## config.mk

```make
export PLATFORM = sky130hd
export DESIGN_NAME = bert_slot_gate
export DESIGN_NICKNAME = d
export VERILOG_FILES = /design/src/rtl/tsgate_pkg.sv /design/src/rtl/tsg_frame_pos.sv /design/src/rtl/tsg_cfg_hold.sv /design/src/rtl/tsg_slot_map.sv /design/src/rtl/tsg_merge.sv /design/src/rtl/bert_slot_gate.sv
export SDC_FILE = /design/constraint.sdc
export NUM_CORES = 1
export LEC_CHECK = 0
export BUFFER_PORTS_ARGS = -buffer_cell sky130_fd_sc_hd__buf_2
export CAP_MARGIN = 10
export CORE_ASPECT_RATIO = 0.6
export CORE_MARGIN = 2
export CORE_UTILIZATION = 55
export CTS_CLUSTER_SIZE = 30
export DETAILED_ROUTE_END_ITERATION = 8
export PLACE_DENSITY = 0.78
export SYNTH_ARGS = -nofsm -noshare
export SYNTH_HDL_FRONTEND = slang
export SYNTH_SLANG_ARGS = --single-unit
```

## constraint.sdc

```tcl
create_clock -name clk -period 4.61 [get_ports clk]
set_input_delay 0.6915 -clock clk [delete_from_list [all_inputs] [get_ports clk]]
set_output_delay 0.6915 -clock clk [all_outputs]
set_load 0.01 [all_outputs]
```

## src/rtl/tsgate_pkg.sv

```systemverilog
package tsgate_pkg;

    typedef enum logic [1:0] {
        POS_HUNT    = 2'd0,
        POS_FBIT    = 2'd1,
        POS_PAYLOAD = 2'd2
    } pos_state_e;

    typedef struct packed {
        logic mode_e1;
        logic dir_bkpl;
        logic tx_fen;
        logic rx_fen;
    } gate_ctl_t;

endpackage

```

## src/rtl/tsg_frame_pos.sv

```systemverilog
module tsg_frame_pos
    import tsgate_pkg::*;
#(
    parameter int T1_SLOTS  = 24,
    parameter int E1_SLOTS  = 32,
    parameter int SLOT_BITS = 8,
    localparam int SW = $clog2(E1_SLOTS),
    localparam int BW = $clog2(SLOT_BITS)
) (
    input  logic          clk,
    input  logic          rst_n,
    input  logic          fsync,
    input  logic          mode_e1_act,
    output logic          cur_start,
    output pos_state_e    cur_state,
    output logic [SW-1:0] cur_slot
);
    localparam logic [SW-1:0] T1_LAST  = SW'(T1_SLOTS - 1);
    localparam logic [SW-1:0] E1_LAST  = SW'(E1_SLOTS - 1);
    localparam logic [BW-1:0] BIT_LAST = BW'(SLOT_BITS - 1);

    pos_state_e    nxt_state_q, st_d;
    logic [SW-1:0] nxt_slot_q, slot_d;
    logic [BW-1:0] nxt_bit_q, bit_d, cur_bit;
    logic          wrap_q, wrap_d;

    // current position: a frame start overrides the stored successor
    always_comb begin
        cur_start = fsync | wrap_q;
        if (cur_start) begin
            cur_state = mode_e1_act ? POS_PAYLOAD : POS_FBIT;
            cur_slot  = '0;
            cur_bit   = '0;
        end else begin
            cur_state = nxt_state_q;
            cur_slot  = nxt_slot_q;
            cur_bit   = nxt_bit_q;
        end
    end

    // successor position
    always_comb begin
        st_d   = cur_state;
        slot_d = cur_slot;
        bit_d  = cur_bit;
        wrap_d = 1'b0;
        unique case (cur_state)
            POS_HUNT: begin
                st_d = POS_HUNT;
            end
            POS_FBIT: begin
                st_d   = POS_PAYLOAD;
                slot_d = '0;
                bit_d  = '0;
            end
            POS_PAYLOAD: begin
                if (cur_bit == BIT_LAST) begin
                    bit_d = '0;
                    if (cur_slot == (mode_e1_act ? E1_LAST : T1_LAST)) begin
                        wrap_d = 1'b1;
                    end else begin
                        slot_d = cur_slot + SW'(1);
                    end
                end else begin
                    bit_d = cur_bit + BW'(1);
                end
            end
            default: begin
                st_d = POS_HUNT;
            end
        endcase
    end

    always_ff @(posedge clk or negedge rst_n) begin
        if (!rst_n) begin
            nxt_state_q <= POS_HUNT;
            nxt_slot_q  <= '0;
            nxt_bit_q   <= '0;
            wrap_q      <= 1'b0;
        end else begin
            nxt_state_q <= st_d;
            nxt_slot_q  <= slot_d;
            nxt_bit_q   <= bit_d;
            wrap_q      <= wrap_d;
        end
    end

endmodule

```

## src/rtl/tsg_cfg_hold.sv

```systemverilog
module tsg_cfg_hold
    import tsgate_pkg::*;
#(
    parameter int NSEL = 32
) (
    input  logic            clk,
    input  logic            rst_n,
    input  logic            cur_start,
    input  gate_ctl_t       ctl_live,
    input  logic [NSEL-1:0] tx_sel_live,
    input  logic [NSEL-1:0] rx_sel_live,
    output gate_ctl_t       ctl_act,
    output logic [NSEL-1:0] tx_sel_act,
    output logic [NSEL-1:0] rx_sel_act
);
    gate_ctl_t       ctl_q;
    logic [NSEL-1:0] tx_q, rx_q;

    always_comb begin
        ctl_act    = cur_start ? ctl_live    : ctl_q;
        tx_sel_act = cur_start ? tx_sel_live : tx_q;
        rx_sel_act = cur_start ? rx_sel_live : rx_q;
    end

    always_ff @(posedge clk or negedge rst_n) begin
        if (!rst_n) begin
            ctl_q <= '0;
            tx_q  <= '0;
            rx_q  <= '0;
        end else if (cur_start) begin
            ctl_q <= ctl_live;
            tx_q  <= tx_sel_live;
            rx_q  <= rx_sel_live;
        end
    end

endmodule

```

## src/rtl/tsg_slot_map.sv

```systemverilog
module tsg_slot_map
    import tsgate_pkg::*;
#(
    parameter int NSEL = 32,
    localparam int SW = $clog2(NSEL)
) (
    input  pos_state_e      cur_state,
    input  logic [SW-1:0]   cur_slot,
    input  gate_ctl_t       ctl_act,
    input  logic [NSEL-1:0] tx_sel_act,
    input  logic [NSEL-1:0] rx_sel_act,
    output logic            tx_map,
    output logic            rx_map
);
    always_comb begin
        unique case (cur_state)
            POS_FBIT: begin
                tx_map = ctl_act.tx_fen & ~ctl_act.mode_e1;
                rx_map = ctl_act.rx_fen & ~ctl_act.mode_e1;
            end
            POS_PAYLOAD: begin
                tx_map = tx_sel_act[cur_slot];
                rx_map = rx_sel_act[cur_slot];
            end
            default: begin
                tx_map = 1'b0;
                rx_map = 1'b0;
            end
        endcase
    end

endmodule

```

## src/rtl/tsg_merge.sv

```systemverilog
module tsg_merge (
    input  logic clk,
    input  logic rst_n,
    input  logic tx_map,
    input  logic rx_map,
    input  logic dir_bkpl,
    input  logic gen_bit,
    input  logic bp_tx_in,
    input  logic net_rx_in,
    output logic net_tx_out,
    output logic bp_rx_out,
    output logic chk_bit,
    output logic chk_en
);
    logic use_net, use_bkpl, src_bit;

    always_comb begin
        use_net  = tx_map & ~dir_bkpl;
        use_bkpl = tx_map & dir_bkpl;
        src_bit  = dir_bkpl ? bp_tx_in : net_rx_in;
    end

    always_ff @(posedge clk or negedge rst_n) begin
        if (!rst_n) begin
            net_tx_out <= 1'b0;
            bp_rx_out  <= 1'b0;
            chk_bit    <= 1'b0;
            chk_en     <= 1'b0;
        end else begin
            net_tx_out <= use_net  ? gen_bit : bp_tx_in;
            bp_rx_out  <= use_bkpl ? gen_bit : net_rx_in;
            chk_en     <= rx_map;
            chk_bit    <= rx_map & src_bit;
        end
    end

endmodule

```

## src/rtl/bert_slot_gate.sv

```systemverilog
module bert_slot_gate
    import tsgate_pkg::*;
#(
    parameter int T1_SLOTS  = 24,
    parameter int NSEL      = 32,
    parameter int SLOT_BITS = 8
) (
    input  logic            clk,
    input  logic            rst_n,
    input  logic            fsync,
    input  logic            mode_e1,
    input  logic            dir_bkpl,
    input  logic [NSEL-1:0] tx_sel,
    input  logic [NSEL-1:0] rx_sel,
    input  logic            tx_fbit_en,
    input  logic            rx_fbit_en,
    input  logic            bp_tx_in,
    output logic            net_tx_out,
    input  logic            net_rx_in,
    output logic            bp_rx_out,
    input  logic            gen_bit,
    output logic            gen_en,
    output logic            chk_bit,
    output logic            chk_en
);
    localparam int SW = $clog2(NSEL);

    gate_ctl_t       ctl_live, ctl_act;
    logic [NSEL-1:0] tx_sel_act, rx_sel_act;
    logic            cur_start;
    pos_state_e      cur_state;
    logic [SW-1:0]   cur_slot;
    logic            tx_map_w, rx_map_w, dir_act;

    always_comb begin
        ctl_live.mode_e1  = mode_e1;
        ctl_live.dir_bkpl = dir_bkpl;
        ctl_live.tx_fen   = tx_fbit_en;
        ctl_live.rx_fen   = rx_fbit_en;
        dir_act           = ctl_act.dir_bkpl;
        gen_en            = tx_map_w;
    end

    tsg_frame_pos #(
        .T1_SLOTS (T1_SLOTS),
        .E1_SLOTS (NSEL),
        .SLOT_BITS(SLOT_BITS)
    ) i_pos (
        .clk        (clk),
        .rst_n      (rst_n),
        .fsync      (fsync),
        .mode_e1_act(ctl_act.mode_e1),
        .cur_start  (cur_start),
        .cur_state  (cur_state),
        .cur_slot   (cur_slot)
    );

    tsg_cfg_hold #(.NSEL(NSEL)) i_cfg (
        .clk        (clk),
        .rst_n      (rst_n),
        .cur_start  (cur_start),
        .ctl_live   (ctl_live),
        .tx_sel_live(tx_sel),
        .rx_sel_live(rx_sel),
        .ctl_act    (ctl_act),
        .tx_sel_act (tx_sel_act),
        .rx_sel_act (rx_sel_act)
    );

    tsg_slot_map #(.NSEL(NSEL)) i_map (
        .cur_state (cur_state),
        .cur_slot  (cur_slot),
        .ctl_act   (ctl_act),
        .tx_sel_act(tx_sel_act),
        .rx_sel_act(rx_sel_act),
        .tx_map    (tx_map_w),
        .rx_map    (rx_map_w)
    );

    tsg_merge i_merge (
        .clk       (clk),
        .rst_n     (rst_n),
        .tx_map    (tx_map_w),
        .rx_map    (rx_map_w),
        .dir_bkpl  (dir_act),
        .gen_bit   (gen_bit),
        .bp_tx_in  (bp_tx_in),
        .net_rx_in (net_rx_in),
        .net_tx_out(net_tx_out),
        .bp_rx_out (bp_rx_out),
        .chk_bit   (chk_bit),
        .chk_en    (chk_en)
    );

endmodule

```

==> results of run 1 <==
-- layer usage --
metal	GRT usage	up-vias	part of all wire
met2	0.3840	103	0.46
met4	0.06827	0	0.012
met3	0.07205	13	0.067
met5	0	-	0
met1	0.3550	1486	0.46
li1	-	1560	-
-- worst register-to-register path, cell delays in order, from the launching register on --
cell,delay (ns)
sky130_fd_sc_hd__dfrtp_1,0.42
sky130_fd_sc_hd__nor2_4,0.49
sky130_fd_sc_hd__buf_4,0.58
sky130_fd_sc_hd__and2_1,0.26
sky130_fd_sc_hd__ha_1,0.16
sky130_fd_sc_hd__ha_1,0.22
sky130_fd_sc_hd__o21ai_0,0.20
sky130_fd_sc_hd__or3_1,0.39
sky130_fd_sc_hd__a21oi_1,0.18
sky130_fd_sc_hd__o22ai_1,0.11
-- layout make-up --
type / instances / area [µm²]
clock inverter: 7 / 148.9
sequential: 83 / 2077
clock buffer: 9 / 225.2
tap: 91 / 113.9
fill: 594 / 2389
inverter: 5 / 18.77
multi-input combinational: 322 / 1819
timing repair buffer: 81 / 415.4
-- flip-flops by register name, indices dropped and copies added, names as in the netlist --
register	flops
i_cfg.ctl_q	4
i_cfg.rx_q	32
i_cfg.tx_q	32
i_merge.bp_rx_out	1
i_merge.chk_bit	1
i_merge.chk_en	1
i_merge.net_tx_out	1
i_pos.nxt_bit_q	3
i_pos.nxt_slot_q	5
i_pos.nxt_state_q	2
i_pos.wrap_q	1
-- power groups by stage --
stage                     clock network (mW)  logic (mW)  registers [mW]
after global placement                     0       0.194           0.828
after CTS                              0.903       0.204           0.819
after global routing                   0.934       0.232           0.825
final                                  0.889       0.203           0.819
after detailed placement                   0       0.201           0.831
after floorplan                            0       0.122           0.823
-- kinds of logic after synthesis --
| group | share of synthesized area |
|---|---|
| AND/OR/NAND/NOR | 0.2660 |
| flip-flops | 0.5135 |
| buffers and inverters | 0.03804 |
| AO/OA/AOI/OAI | 0.04825 |
| multiplexers | 0.1166 |
| adder cells (fa/ha/maj) | 0.01547 |
| XOR/XNOR | 0.002166 |
-- final timing paths --
| path | start | endpoint | slack [ns] |
|---|---|---|---|
| min in group asynchronous | rst_n | i_pos.nxt_state_q[1] | 0.52 |
| hold reg to reg | i_cfg.rx_q[23] | i_cfg.rx_q[23] | 0.46 |
| setup reg to reg | i_pos.wrap_q | i_pos.nxt_slot_q[3] | 1.48 |
| hold / removal | i_cfg.rx_q[23] | i_cfg.rx_q[23] | 0.46 |
| max in group asynchronous | rst_n | i_cfg.rx_q[4] | 3.42 |
| setup / recovery | fsync | gen_en | 0.93 |
-- cell usage in the layout (no fill, tap or decap), drive strengths merged, types with 6 or more instances in the layout --
cell type / netlist / routed
mux2: 7 / 7
o21ai: 8 / 8
nor2: 11 / 11
inv: 5 / 6
nand2: 214 / 214
buf: 11 / 81
dfrtp: 83 / 83
and2: 6 / 6
mux4: 12 / 12
mux2i: 10 / 10
a21oi: 7 / 7
clkbuf: 16 / 9
==> metrics.txt, run 1 <==
# TYPE chip_impl_metric gauge
chip_impl_metric{name="layout_min_cycle_time",unit="ns"} 3.684
chip_impl_metric{name="route.final.wire_length",unit="µm"} 9093
chip_impl_metric{name="final_hold_violations",unit=""} 0
chip_impl_metric{name="via_count_of_the_routed_design",unit=""} 3162
chip_impl_metric{name="antenna_violations_before_repair",unit=""} 0
chip_impl_metric{name="yosysTopAreaCellShare",unit=""} 0.5135
chip_impl_metric{name="finalInstanceArea",unit="µm²"} 4818
chip_impl_metric{name="fin_setup_tns",unit="ns"} 0
chip_impl_info{name="synth.cells.most_frequent",value="214 x sky130_fd_sc_hd__nand2_1, 83 x sky130_fd_sc_hd__dfrtp_1, 16 x sky130_fd_sc_hd__clkbuf_1"} 1
chip_impl_metric{name="final_core_util",unit=""} 0.6686
chip_impl_metric{name="drtIter0Drc",unit=""} 207
chip_impl_metric{name="largest_net_degree_at_the_start_of_global_routing",unit=""} 84
chip_impl_metric{name="die_y",unit="µm"} 70.43
chip_impl_info{name="critPathSlowestCell",value="sky130_fd_sc_hd__or3b_2"} 1
chip_impl_metric{name="globalplace.congestion",unit=""} 0.8528
chip_impl_info{name="cts_tree",value="yes"} 1
chip_impl_info{name="critPathTopFamily",value="simple AND/OR/NAND/NOR gates"} 1
chip_impl_metric{name="final-setup-viol-count",unit=""} 0
chip_impl_metric{name="finalHoldWorstSlack",unit="ns"} 0.4626
chip_impl_metric{name="worst_r2r_path_depth",unit=""} 9
chip_impl_metric{name="setup_ws",unit="ns"} 0.9264
chip_impl_metric{name="synthesis.area_per_instance",unit="µm²"} 9.257
chip_impl_metric{name="placed_cells_incl_taps",unit=""} 582
chip_impl_metric{name="critical_path_cell_count",unit=""} 11
chip_impl_metric{name="final.setup_skew",unit="ns"} 0.008045
chip_impl_metric{name="internal_power",unit="mW"} 1.461
chip_impl_metric{name="maxCapViolCount",unit=""} 0
chip_impl_metric{name="coreArea",unit="µm²"} 7207
chip_impl_info{name="path_cells",value="buf_2, nor2_4, nand2_1, nand2_1, ha_1, nand4_1, or3b_2, nand4_2, nor2_1, nor2_1, buf_2"} 1
chip_impl_metric{name="synth_cell_type_count",unit=""} 42
chip_impl_metric{name="placement.cell_area",unit="µm²"} 4444
chip_impl_metric{name="share_of_final_layout_standard_cells_stronger_than_drive_strength_1",unit=""} 0.2288
chip_impl_metric{name="cts_inserted_buffers",unit=""} 9
chip_impl_metric{name="p_leak",unit="nW"} 2.467
chip_impl_metric{name="design_power_total",unit="mW"} 1.910
chip_impl_metric{name="slowest_cell_delay_on_critical_path",unit="ns"} 0.47
chip_impl_metric{name="cts-htree-levels",unit=""} 3
chip_impl_metric{name="die_area",unit="µm²"} 8079
chip_impl_metric{name="layout_worst_path_cycle_share",unit=""} 0.7990
chip_impl_metric{name="clk-insertion-delay-late",unit="ns"} 0.35
chip_impl_metric{name="post-place-ws",unit="ns"} 0.9439
chip_impl_info{name="hp-class",value="reg2reg"} 1
chip_impl_metric{name="hold_depth",unit=""} 2
chip_impl_metric{name="path_clk_slew",unit="ns"} 0.06
chip_impl_metric{name="antenna_violating_nets_post_route",unit=""} 0
chip_impl_info{name="crit_type",value="in2out"} 1
chip_impl_metric{name="vias_per_cell",unit=""} 5.288
chip_impl_metric{name="power.combinational.fraction",unit=""} 0.106
chip_impl_metric{name="synth.ff_latch_count",unit=""} 83
chip_impl_metric{name="cp.required",unit="ns"} 3.92
chip_impl_metric{name="syn-instance-count",unit=""} 437
chip_impl_metric{name="cts_max_path_buffers",unit=""} 2
chip_impl_metric{name="powerDensity",unit="nW/µm²"} 396.4
chip_impl_metric{name="post-route-drc-count",unit=""} 0
chip_impl_metric{name="die-width",unit="µm"} 114.7
chip_impl_metric{name="crit_arrival",unit="ns"} 2.99
chip_impl_metric{name="grt_overflow_total",unit=""} 0
chip_impl_metric{name="io-pin-count",unit=""} 79
chip_impl_metric{name="timing_worst_slew_pin_value",unit="ns"} 1.034
chip_impl_metric{name="count_of_buffering_cells_on_the_critical_path_with_inverters_included",unit=""} 2
chip_impl_info{name="cts-root-buf",value="sky130_fd_sc_hd__clkbuf_16"} 1
chip_impl_info{name="synth.area.top_cells",value="sky130_fd_sc_hd__dfrtp_1 51%, sky130_fd_sc_hd__nand2_1 20%, sky130_fd_sc_hd__mux4_1 3.9%"} 1
chip_impl_metric{name="portBuffers",unit=""} 78
chip_impl_metric{name="num_antenna_cells",unit=""} 0
chip_impl_metric{name="grt_first_pass_wirelength",unit="µm"} 15370
chip_impl_metric{name="number_of_clock_sinks_seen_by_cts",unit=""} 83
chip_impl_metric{name="drt-wirelength-per-cell",unit="µm"} 15.21
chip_impl_metric{name="synth_enable_flop_cells",unit=""} 0
chip_impl_metric{name="synth-async-reset-ratio",unit=""} 1.000
chip_impl_metric{name="grt_pass1_vias",unit=""} 3238
chip_impl_metric{name="total_switching_power",unit="mW"} 0.4497
chip_impl_metric{name="fp_rows",unit=""} 24
chip_impl_info{name="post-synth-top-count-cell",value="sky130_fd_sc_hd__nand2_1"} 1
chip_impl_metric{name="max_slew_vio_count",unit=""} 0
chip_impl_metric{name="place_hpwl",unit="µm"} 5945
chip_impl_metric{name="irDropWorstVdd",unit="mV"} 0.2750
chip_impl_metric{name="post_synth_instance_area",unit="µm²"} 4045
chip_impl_info{name="run_status",value="complete, no violations"} 1
chip_impl_metric{name="relative_contribution_of_the_clock_network_to_total_power",unit=""} 0.465
chip_impl_metric{name="final_cells",unit=""} 598
chip_impl_metric{name="fin_nets",unit=""} 581
chip_impl_metric{name="power.sequential.fraction",unit=""} 0.429
chip_impl_metric{name="switching_share",unit=""} 0.2354
chip_impl_info{name="most_area_hungry_cell_type_in_the_yosys_netlist",value="sky130_fd_sc_hd__dfrtp_1"} 1
chip_impl_metric{name="length_of_the_first_detailed_routing_pass_in_iterations",unit=""} 4
chip_impl_info{name="dominantRegCellSynth",value="sky130_fd_sc_hd__dfrtp_1"} 1
chip_impl_info{name="cp-end-kind",value="primary output"} 1
chip_impl_metric{name="initial_core_util",unit=""} 0.5613
chip_impl_metric{name="number_of_setup_buffers_added_after_cts",unit=""} 0
chip_impl_metric{name="grt_util_all_layers",unit=""} 0.2512
chip_impl_metric{name="timing.slew.headroom",unit=""} 0.3109
chip_impl_metric{name="number_of_cells_upsized_or_downsized_after_cts",unit=""} 0
chip_impl_metric{name="ys.warnings.count",unit=""} 0
chip_impl_metric{name="fmax",unit="MHz"} 271.5
chip_impl_metric{name="seq_area_frac_synth",unit=""} 0.5135
chip_impl_metric{name="synth_nets",unit=""} 516
chip_impl_metric{name="syn_to_final_growth",unit="%"} 19.12
chip_impl_metric{name="holdBufCountCts",unit=""} 0
chip_impl_info{name="startpoint_type_of_the_worst_setup_path",value="input pin"} 1
chip_impl_metric{name="critical_path_peak_fanout",unit=""} 27
chip_impl_info{name="grt_setup_unrepaired",value="no"} 1
(Power assumes the default switching activity.)
==> inputs of run 2 (changes only) <==
==> constraint.sdc (replaced) <==
create_clock -name clk -period 3.59 [get_ports clk]
set_input_delay 0.5385 -clock clk [delete_from_list [all_inputs] [get_ports clk]]
set_output_delay 0.5385 -clock clk [all_outputs]
set_load 0.01 [all_outputs]
==> run 2 against run 1 <==
Against the previous run:
- clock power increased by 11%
- global-route usage decreased by 0.21 points
- cell count increased by 0.84%
- sequential cell count did not move
- clock skew shrank 0.00092 ns
- die area unchanged
- clock-buffer cell count is 3 higher
- combinational power rose by 31%
- non-clock buffer count increased by 5
- register-to-register slack lost 0.66 ns
- largest cell class unchanged
- largest power group is now sequential cells
==> metrics.txt, run 2 (synthesis results as in run 1) <==
# TYPE chip_impl_metric gauge
chip_impl_metric{name="antenna_violating_nets_post_route",unit=""} 0
chip_impl_metric{name="irDropWorstVdd",unit="mV"} 0.3023
chip_impl_metric{name="final.setup_skew",unit="ns"} 0.007126
chip_impl_metric{name="holdBufCountCts",unit=""} 0
chip_impl_metric{name="num_antenna_cells",unit=""} 0
chip_impl_metric{name="design_power_total",unit="mW"} 2.302
chip_impl_info{name="worst_path_most_repeated_cell",value="sky130_fd_sc_hd__nor2_1"} 1
chip_impl_metric{name="grt_util_all_layers",unit=""} 0.2491
chip_impl_metric{name="drtIter0Drc",unit=""} 239
chip_impl_info{name="cts_tree",value="yes"} 1
chip_impl_metric{name="globalplace.congestion",unit=""} 0.8638
chip_impl_metric{name="number_of_setup_buffers_added_after_cts",unit=""} 0
chip_impl_metric{name="grt_overflow_total",unit=""} 0
chip_impl_info{name="path_cells",value="or2_2, o21ai_0, ha_1, nand4_1, or3b_2, nand4_2, nor2_1, nor2_1, buf_2"} 1
chip_impl_metric{name="cts_max_path_buffers",unit=""} 2
chip_impl_metric{name="slowest_cell_delay_on_critical_path",unit="ns"} 0.48
chip_impl_info{name="cts-root-buf",value="sky130_fd_sc_hd__clkbuf_16"} 1
chip_impl_metric{name="vias_per_cell",unit=""} 5.267
chip_impl_metric{name="max_slew_vio_count",unit=""} 0
chip_impl_metric{name="finalInstanceArea",unit="µm²"} 4802
chip_impl_info{name="cp-end-kind",value="primary output"} 1
chip_impl_metric{name="powerDensity",unit="nW/µm²"} 479.3
chip_impl_info{name="grt_setup_unrepaired",value="no"} 1
chip_impl_metric{name="number_of_clock_sinks_seen_by_cts",unit=""} 83
chip_impl_metric{name="drt-wirelength-per-cell",unit="µm"} 14.82
chip_impl_metric{name="p_leak",unit="nW"} 2.467
chip_impl_metric{name="largest_net_degree_at_the_start_of_global_routing",unit=""} 84
chip_impl_metric{name="clk-insertion-delay-late",unit="ns"} 0.34
chip_impl_metric{name="placement.cell_area",unit="µm²"} 4482
chip_impl_metric{name="die_y",unit="µm"} 70.43
chip_impl_metric{name="share_of_final_layout_standard_cells_stronger_than_drive_strength_1",unit=""} 0.2324
chip_impl_metric{name="fin_setup_tns",unit="ns"} 0
chip_impl_metric{name="route.final.wire_length",unit="µm"} 8935
chip_impl_metric{name="final-setup-viol-count",unit=""} 0
chip_impl_metric{name="layout_min_cycle_time",unit="ns"} 3.161
chip_impl_info{name="critPathSlowestCell",value="sky130_fd_sc_hd__or3b_2"} 1
chip_impl_metric{name="fp_rows",unit=""} 24
chip_impl_metric{name="cts_inserted_buffers",unit=""} 9
chip_impl_metric{name="grt_first_pass_wirelength",unit="µm"} 15390
chip_impl_metric{name="length_of_the_first_detailed_routing_pass_in_iterations",unit=""} 5
chip_impl_metric{name="count_of_buffering_cells_on_the_critical_path_with_inverters_included",unit=""} 1
chip_impl_metric{name="die_area",unit="µm²"} 8079
chip_impl_metric{name="fin_nets",unit=""} 586
chip_impl_metric{name="timing_worst_slew_pin_value",unit="ns"} 1.019
chip_impl_metric{name="antenna_violations_before_repair",unit=""} 0
chip_impl_metric{name="layout_worst_path_cycle_share",unit=""} 0.8804
chip_impl_metric{name="via_count_of_the_routed_design",unit=""} 3176
chip_impl_info{name="reg_top3",value="i_cfg.rx_q (32), i_cfg.tx_q (32), i_pos.nxt_slot_q (5)"} 1
chip_impl_metric{name="post-place-ws",unit="ns"} 0.5473
chip_impl_metric{name="syn_to_final_growth",unit="%"} 18.71
chip_impl_metric{name="place_hpwl",unit="µm"} 6236
chip_impl_info{name="crit_type",value="reg2out"} 1
chip_impl_metric{name="timing.slew.headroom",unit=""} 0.3204
chip_impl_metric{name="cts-htree-levels",unit=""} 3
chip_impl_metric{name="post-route-drc-count",unit=""} 0
chip_impl_metric{name="final_hold_violations",unit=""} 0
chip_impl_info{name="layout.cells.most_common_list",value="214 x sky130_fd_sc_hd__nand2_1, 83 x sky130_fd_sc_hd__dfrtp_1, 77 x sky130_fd_sc_hd__buf_2"} 1
chip_impl_info{name="critPathTopFamily",value="simple AND/OR/NAND/NOR gates"} 1
chip_impl_metric{name="die-width",unit="µm"} 114.7
chip_impl_info{name="hp-class",value="in2async"} 1
chip_impl_metric{name="portBuffers",unit=""} 78
chip_impl_metric{name="io-pin-count",unit=""} 79
chip_impl_metric{name="critical_path_peak_fanout",unit=""} 4
chip_impl_metric{name="crit_arrival",unit="ns"} 2.62
chip_impl_metric{name="cp.required",unit="ns"} 3.05
chip_impl_metric{name="path_clk_slew",unit="ns"} 0.06
chip_impl_metric{name="grt_pass1_vias",unit=""} 3062
chip_impl_metric{name="fillerInstances",unit=""} 605
chip_impl_metric{name="maxCapViolCount",unit=""} 0
chip_impl_info{name="startpoint_type_of_the_worst_setup_path",value="flip-flop"} 1
chip_impl_metric{name="coreArea",unit="µm²"} 7207
chip_impl_metric{name="reg2reg_setup_slack",unit="ns"} 0.82
chip_impl_metric{name="initial_core_util",unit=""} 0.5613
chip_impl_info{name="run_status",value="complete, no violations"} 1
chip_impl_metric{name="setup_ws",unit="ns"} 0.4294
chip_impl_info{name="layout_commonest_cell",value="sky130_fd_sc_hd__nand2_1"} 1
chip_impl_metric{name="fmax",unit="MHz"} 316.4
chip_impl_metric{name="number_of_cells_upsized_or_downsized_after_cts",unit=""} 0
==> run 2: changes by cell type in the layout (fill, tap and decap cells not counted) <==
cell	previous run	this run
sky130_fd_sc_hd__clkbuf_1	0	2
sky130_fd_sc_hd__clkbuf_8	0	1
sky130_fd_sc_hd__inv_8	1	0
sky130_fd_sc_hd__clkinv_2	0	1
sky130_fd_sc_hd__clkinv_4	2	1
sky130_fd_sc_hd__buf_4	4	9
sky130_fd_sc_hd__bufinv_16	4	2
==> run 2: final timing paths <==
kind,cells past startpoint,from,endpoint
worst max-delay path,9,i_pos.wrap_q,gen_en
worst min-delay path,1,rst_n,i_merge.bp_rx_out
worst max register to register,8,i_pos.nxt_slot_q[1],i_pos.nxt_slot_q[0]
worst min register to register,2,i_cfg.tx_q[28],i_cfg.tx_q[28]
max in group asynchronous,1,rst_n,i_cfg.tx_q[7]
min in group clk,3,rx_sel[18],i_cfg.rx_q[18]
==> run 2: final cells by class <==
cell class	count	area (µm²)	area share
sequential	83	2077	0.4325
multi-input combinational	322	1819	0.3788
timing repair buffer	86	452.9	0.09432
clock buffer	12	246.5	0.05133
tap	91	113.9	0.02371
clock inverter	4	73.82	0.01537
inverter	5	18.77	0.003908
==> run 2: through the flow <==
step | utilization | hold WS (ns) | std cells
6_report | 0.6663 | 0.3629 | 603
5_1_grt | 0.6663 | 0.3956 | 603
4_1_cts | 0.6663 | 0.3790 | 603
3_5_place_dp | 0.6219 | 0.4519 | 587
3_3_place_gp | 0.6219 | 0.4420 | 587
2_1_floorplan | - | 0.2429 | 437
==> run 2: worst reg2reg max path, delay by kind of cell, from the launching register on <==
kind	cells	cell delay, ns
AOI/OAI and AO/OA	2	0.50
buffers and inverters	2	0.18
and+or+nand+nor	2	0.67
DFF	1	0.82
adders and majority gates	1	0.22
muxes	1	0.27
==> run 2: per-layer routing <==
metal	wire [µm]	vias to the layer above	share of wire	GRT usage
li1	-	1570	-	-
met1	4323	1498	0.48	0.3746
met2	4023	98	0.45	0.3590
met3	489	10	0.055	0.05642
met4	98	0	0.011	0.08300
met5	0	-	0	0
==> run 2: report_power, final <==
group	total [mW]	leakage (nW)	internal, mW	switching, mW
clock network	0.986	0.157	0.628	0.357
registers	1.05	1.03	1.01	0.0382
logic	0.265	1.28	0.112	0.153
total	2.30	2.47	1.75	0.549
==> inputs of run 3 (changes only) <==
--- a/config.mk
+++ b/config.mk
@@ -8,7 +8,6 @@
 export BUFFER_PORTS_ARGS = -buffer_cell sky130_fd_sc_hd__buf_2
 export CAP_MARGIN = 10
 export CORE_ASPECT_RATIO = 0.6
-export CORE_MARGIN = 2
 export CORE_UTILIZATION = 55
 export CTS_CLUSTER_SIZE = 30
 export DETAILED_ROUTE_END_ITERATION = 8
==> run 3 against run 2 <==
Against the previous run:
- final area decreased by 0.96%
- cell count decreased by 1.0%
- critical path depth did not move
- global-route usage increased by 0.64 points
- sequential cell count unchanged
- fmax is 6.4% lower
- sequential power barely moved
- sequential share of layout area grew 0.42 points
- critical endpoint unchanged
==> metrics.txt, run 3 (synthesis results as in run 1) <==
# TYPE chip_impl_metric gauge
chip_impl_metric{name="initial_core_util",unit=""} 0.5881
chip_impl_metric{name="die-width",unit="µm"} 112.7
chip_impl_metric{name="number_of_setup_buffers_added_after_cts",unit=""} 0
chip_impl_metric{name="design_power_total",unit="mW"} 2.185
chip_impl_metric{name="die_area",unit="µm²"} 7713
chip_impl_metric{name="coreArea",unit="µm²"} 6878
chip_impl_metric{name="final.setup_skew",unit="ns"} 0.005090
chip_impl_metric{name="grt_pass1_vias",unit=""} 3074
chip_impl_metric{name="timing_worst_slew_pin_value",unit="ns"} 1.042
chip_impl_info{name="grt_setup_unrepaired",value="no"} 1
chip_impl_metric{name="final_hold_violations",unit=""} 0
chip_impl_metric{name="reg2reg_setup_slack",unit="ns"} 0.81
chip_impl_info{name="layout.cells.most_common_list",value="214 x sky130_fd_sc_hd__nand2_1, 83 x sky130_fd_sc_hd__dfrtp_1, 77 x sky130_fd_sc_hd__buf_2"} 1
chip_impl_metric{name="num_antenna_cells",unit=""} 0
chip_impl_metric{name="worst_r2r_path_depth",unit=""} 8
chip_impl_metric{name="length_of_the_first_detailed_routing_pass_in_iterations",unit=""} 5
chip_impl_info{name="startpoint_type_of_the_worst_setup_path",value="flip-flop"} 1
chip_impl_info{name="path_cells",value="or2_2, o21ai_0, ha_1, buf_4, o211ai_1, a311oi_1, nor2_1, nor2_1, buf_2"} 1
chip_impl_info{name="worstReg2RegStart",value="i_pos.nxt_slot_q[1]"} 1
chip_impl_info{name="crit_type",value="reg2out"} 1
chip_impl_info{name="critPathTopFamily",value="compound AO/OA/AOI/OAI gates"} 1
chip_impl_metric{name="irDropWorstVdd",unit="mV"} 0.3059
chip_impl_metric{name="fmax",unit="MHz"} 296.2
chip_impl_metric{name="number_of_clock_sinks_seen_by_cts",unit=""} 83
chip_impl_metric{name="grt_util_all_layers",unit=""} 0.2555
chip_impl_metric{name="share_of_final_layout_standard_cells_stronger_than_drive_strength_1",unit=""} 0.2314
chip_impl_metric{name="portBuffers",unit=""} 78
chip_impl_metric{name="antenna_violating_nets_post_route",unit=""} 0
chip_impl_metric{name="io-pin-count",unit=""} 79
chip_impl_metric{name="layout_worst_path_cycle_share",unit=""} 0.9403
chip_impl_metric{name="final-setup-viol-count",unit=""} 0
chip_impl_info{name="run_status",value="complete, no violations"} 1
chip_impl_metric{name="p_leak",unit="nW"} 2.440
chip_impl_metric{name="slowest_cell_delay_on_critical_path",unit="ns"} 0.59
chip_impl_info{name="cp-end-kind",value="primary output"} 1
chip_impl_metric{name="fillerInstances",unit=""} 559
chip_impl_info{name="critPathSlowestCell",value="sky130_fd_sc_hd__a311oi_1"} 1
chip_impl_metric{name="timing.slew.headroom",unit=""} 0.3054
chip_impl_metric{name="via_count_of_the_routed_design",unit=""} 3218
chip_impl_metric{name="fin_setup_tns",unit="ns"} 0
chip_impl_metric{name="grt_first_pass_wirelength",unit="µm"} 14650
chip_impl_metric{name="antenna_violations_before_repair",unit=""} 0
chip_impl_metric{name="fin_nets",unit=""} 584
chip_impl_info{name="cts-root-buf",value="sky130_fd_sc_hd__clkbuf_16"} 1
chip_impl_metric{name="fp_rows",unit=""} 23
chip_impl_metric{name="final_cells",unit=""} 597
chip_impl_metric{name="route.final.wire_length",unit="µm"} 8892
chip_impl_metric{name="place_hpwl",unit="µm"} 5993
chip_impl_metric{name="number_of_cells_upsized_or_downsized_after_cts",unit=""} 0
chip_impl_metric{name="ff_latch_area",unit="µm²"} 2077
chip_impl_metric{name="largest_net_degree_at_the_start_of_global_routing",unit=""} 84
chip_impl_metric{name="die_y",unit="µm"} 68.43
chip_impl_metric{name="critical_path_peak_fanout",unit=""} 11
chip_impl_metric{name="path_clk_slew",unit="ns"} 0.06
chip_impl_info{name="reg_top3",value="i_cfg.rx_q (32), i_cfg.tx_q (32), i_pos.nxt_slot_q (5)"} 1
chip_impl_metric{name="globalplace.congestion",unit=""} 0.8370
chip_impl_info{name="worst_path_most_repeated_cell",value="sky130_fd_sc_hd__nor2_1"} 1
chip_impl_metric{name="grt_overflow_total",unit=""} 0
chip_impl_metric{name="syn_to_final_growth",unit="%"} 17.57
chip_impl_metric{name="drtIter0Drc",unit=""} 192
chip_impl_metric{name="count_of_buffering_cells_on_the_critical_path_with_inverters_included",unit=""} 2
chip_impl_info{name="cts_tree",value="yes"} 1
chip_impl_metric{name="multi_input_area",unit="µm²"} 1819
chip_impl_metric{name="vias_per_cell",unit=""} 5.390
chip_impl_info{name="reg2reg_to",value="i_pos.nxt_slot_q[0]"} 1
chip_impl_metric{name="placed_cells_incl_taps",unit=""} 581
chip_impl_metric{name="max_slew_vio_count",unit=""} 0
chip_impl_metric{name="drt-wirelength-per-cell",unit="µm"} 14.89
chip_impl_metric{name="post-route-drc-count",unit=""} 0
chip_impl_metric{name="clk-insertion-delay-late",unit="ns"} 0.34
chip_impl_metric{name="crit_arrival",unit="ns"} 2.84
chip_impl_metric{name="cts_max_path_buffers",unit=""} 2
chip_impl_metric{name="cp.required",unit="ns"} 3.05
chip_impl_metric{name="powerDensity",unit="nW/µm²"} 459.4
chip_impl_info{name="layout_commonest_cell",value="sky130_fd_sc_hd__nand2_1"} 1
chip_impl_metric{name="cts_inserted_buffers",unit=""} 9
chip_impl_metric{name="holdBufCountCts",unit=""} 0
chip_impl_metric{name="cts-htree-levels",unit=""} 3
chip_impl_info{name="hp-class",value="in2async"} 1
chip_impl_metric{name="maxCapViolCount",unit=""} 0
chip_impl_metric{name="critical_path_cell_count",unit=""} 9
chip_impl_metric{name="layout_min_cycle_time",unit="ns"} 3.376
## run 3: layer usage
metal | vias to the layer above | GRT usage | wire length (µm)
li1 | 1573 | - | -
met1 | 1531 | 0.3461 | 4303
met2 | 95 | 0.3881 | 3919
met3 | 19 | 0.07972 | 510
met4 | 0 | 0.1033 | 159
met5 | - | 0 | 0
## run 3: final cells by class
class	count	share of cell area
repair buffers	84	0.09471
well taps	87	0.02289
clock inverters	4	0.005262
flip-flops and latches	83	0.4367
multi-input cells	322	0.3825
inverters	5	0.003946
clock buffers	12	0.05393
## run 3: stage by stage
| step | setup WS [ns] | cell area [µm²] | utilization | hold WS, ns |
|---|---|---|---|---|
| 2_1_floorplan | 0.5080 | 4045 | - | 0.2429 |
| 3_3_place_gp | 0.4998 | 4474 | 0.6505 | 0.4441 |
| 3_5_place_dp | 0.3653 | 4474 | 0.6505 | 0.4483 |
| 4_1_cts | 0.2264 | 4756 | 0.6915 | 0.3828 |
| 5_1_grt | 0.04550 | 4756 | 0.6915 | 0.3878 |
| 6_report | 0.2143 | 4756 | 0.6915 | 0.3707 |
## run 3: power by group
part,internal (mW),switching (mW)
sequential,1.01,0.0386
clock,0.504,0.363
combinational,0.111,0.156
## run 3: worst max path at each step
| stage | end | from | slack, ns |
|---|---|---|---|
| 2_1_floorplan | gen_en | fsync | 0.51 |
| 3_3_place_gp | gen_en | fsync | 0.50 |
| 3_5_place_dp | gen_en | fsync | 0.37 |
| 4_1_cts | gen_en | i_pos.wrap_q | 0.23 |
| 5_1_grt | gen_en | i_pos.wrap_q | 0.05 |
| 6_report | gen_en | i_pos.wrap_q | 0.21 |
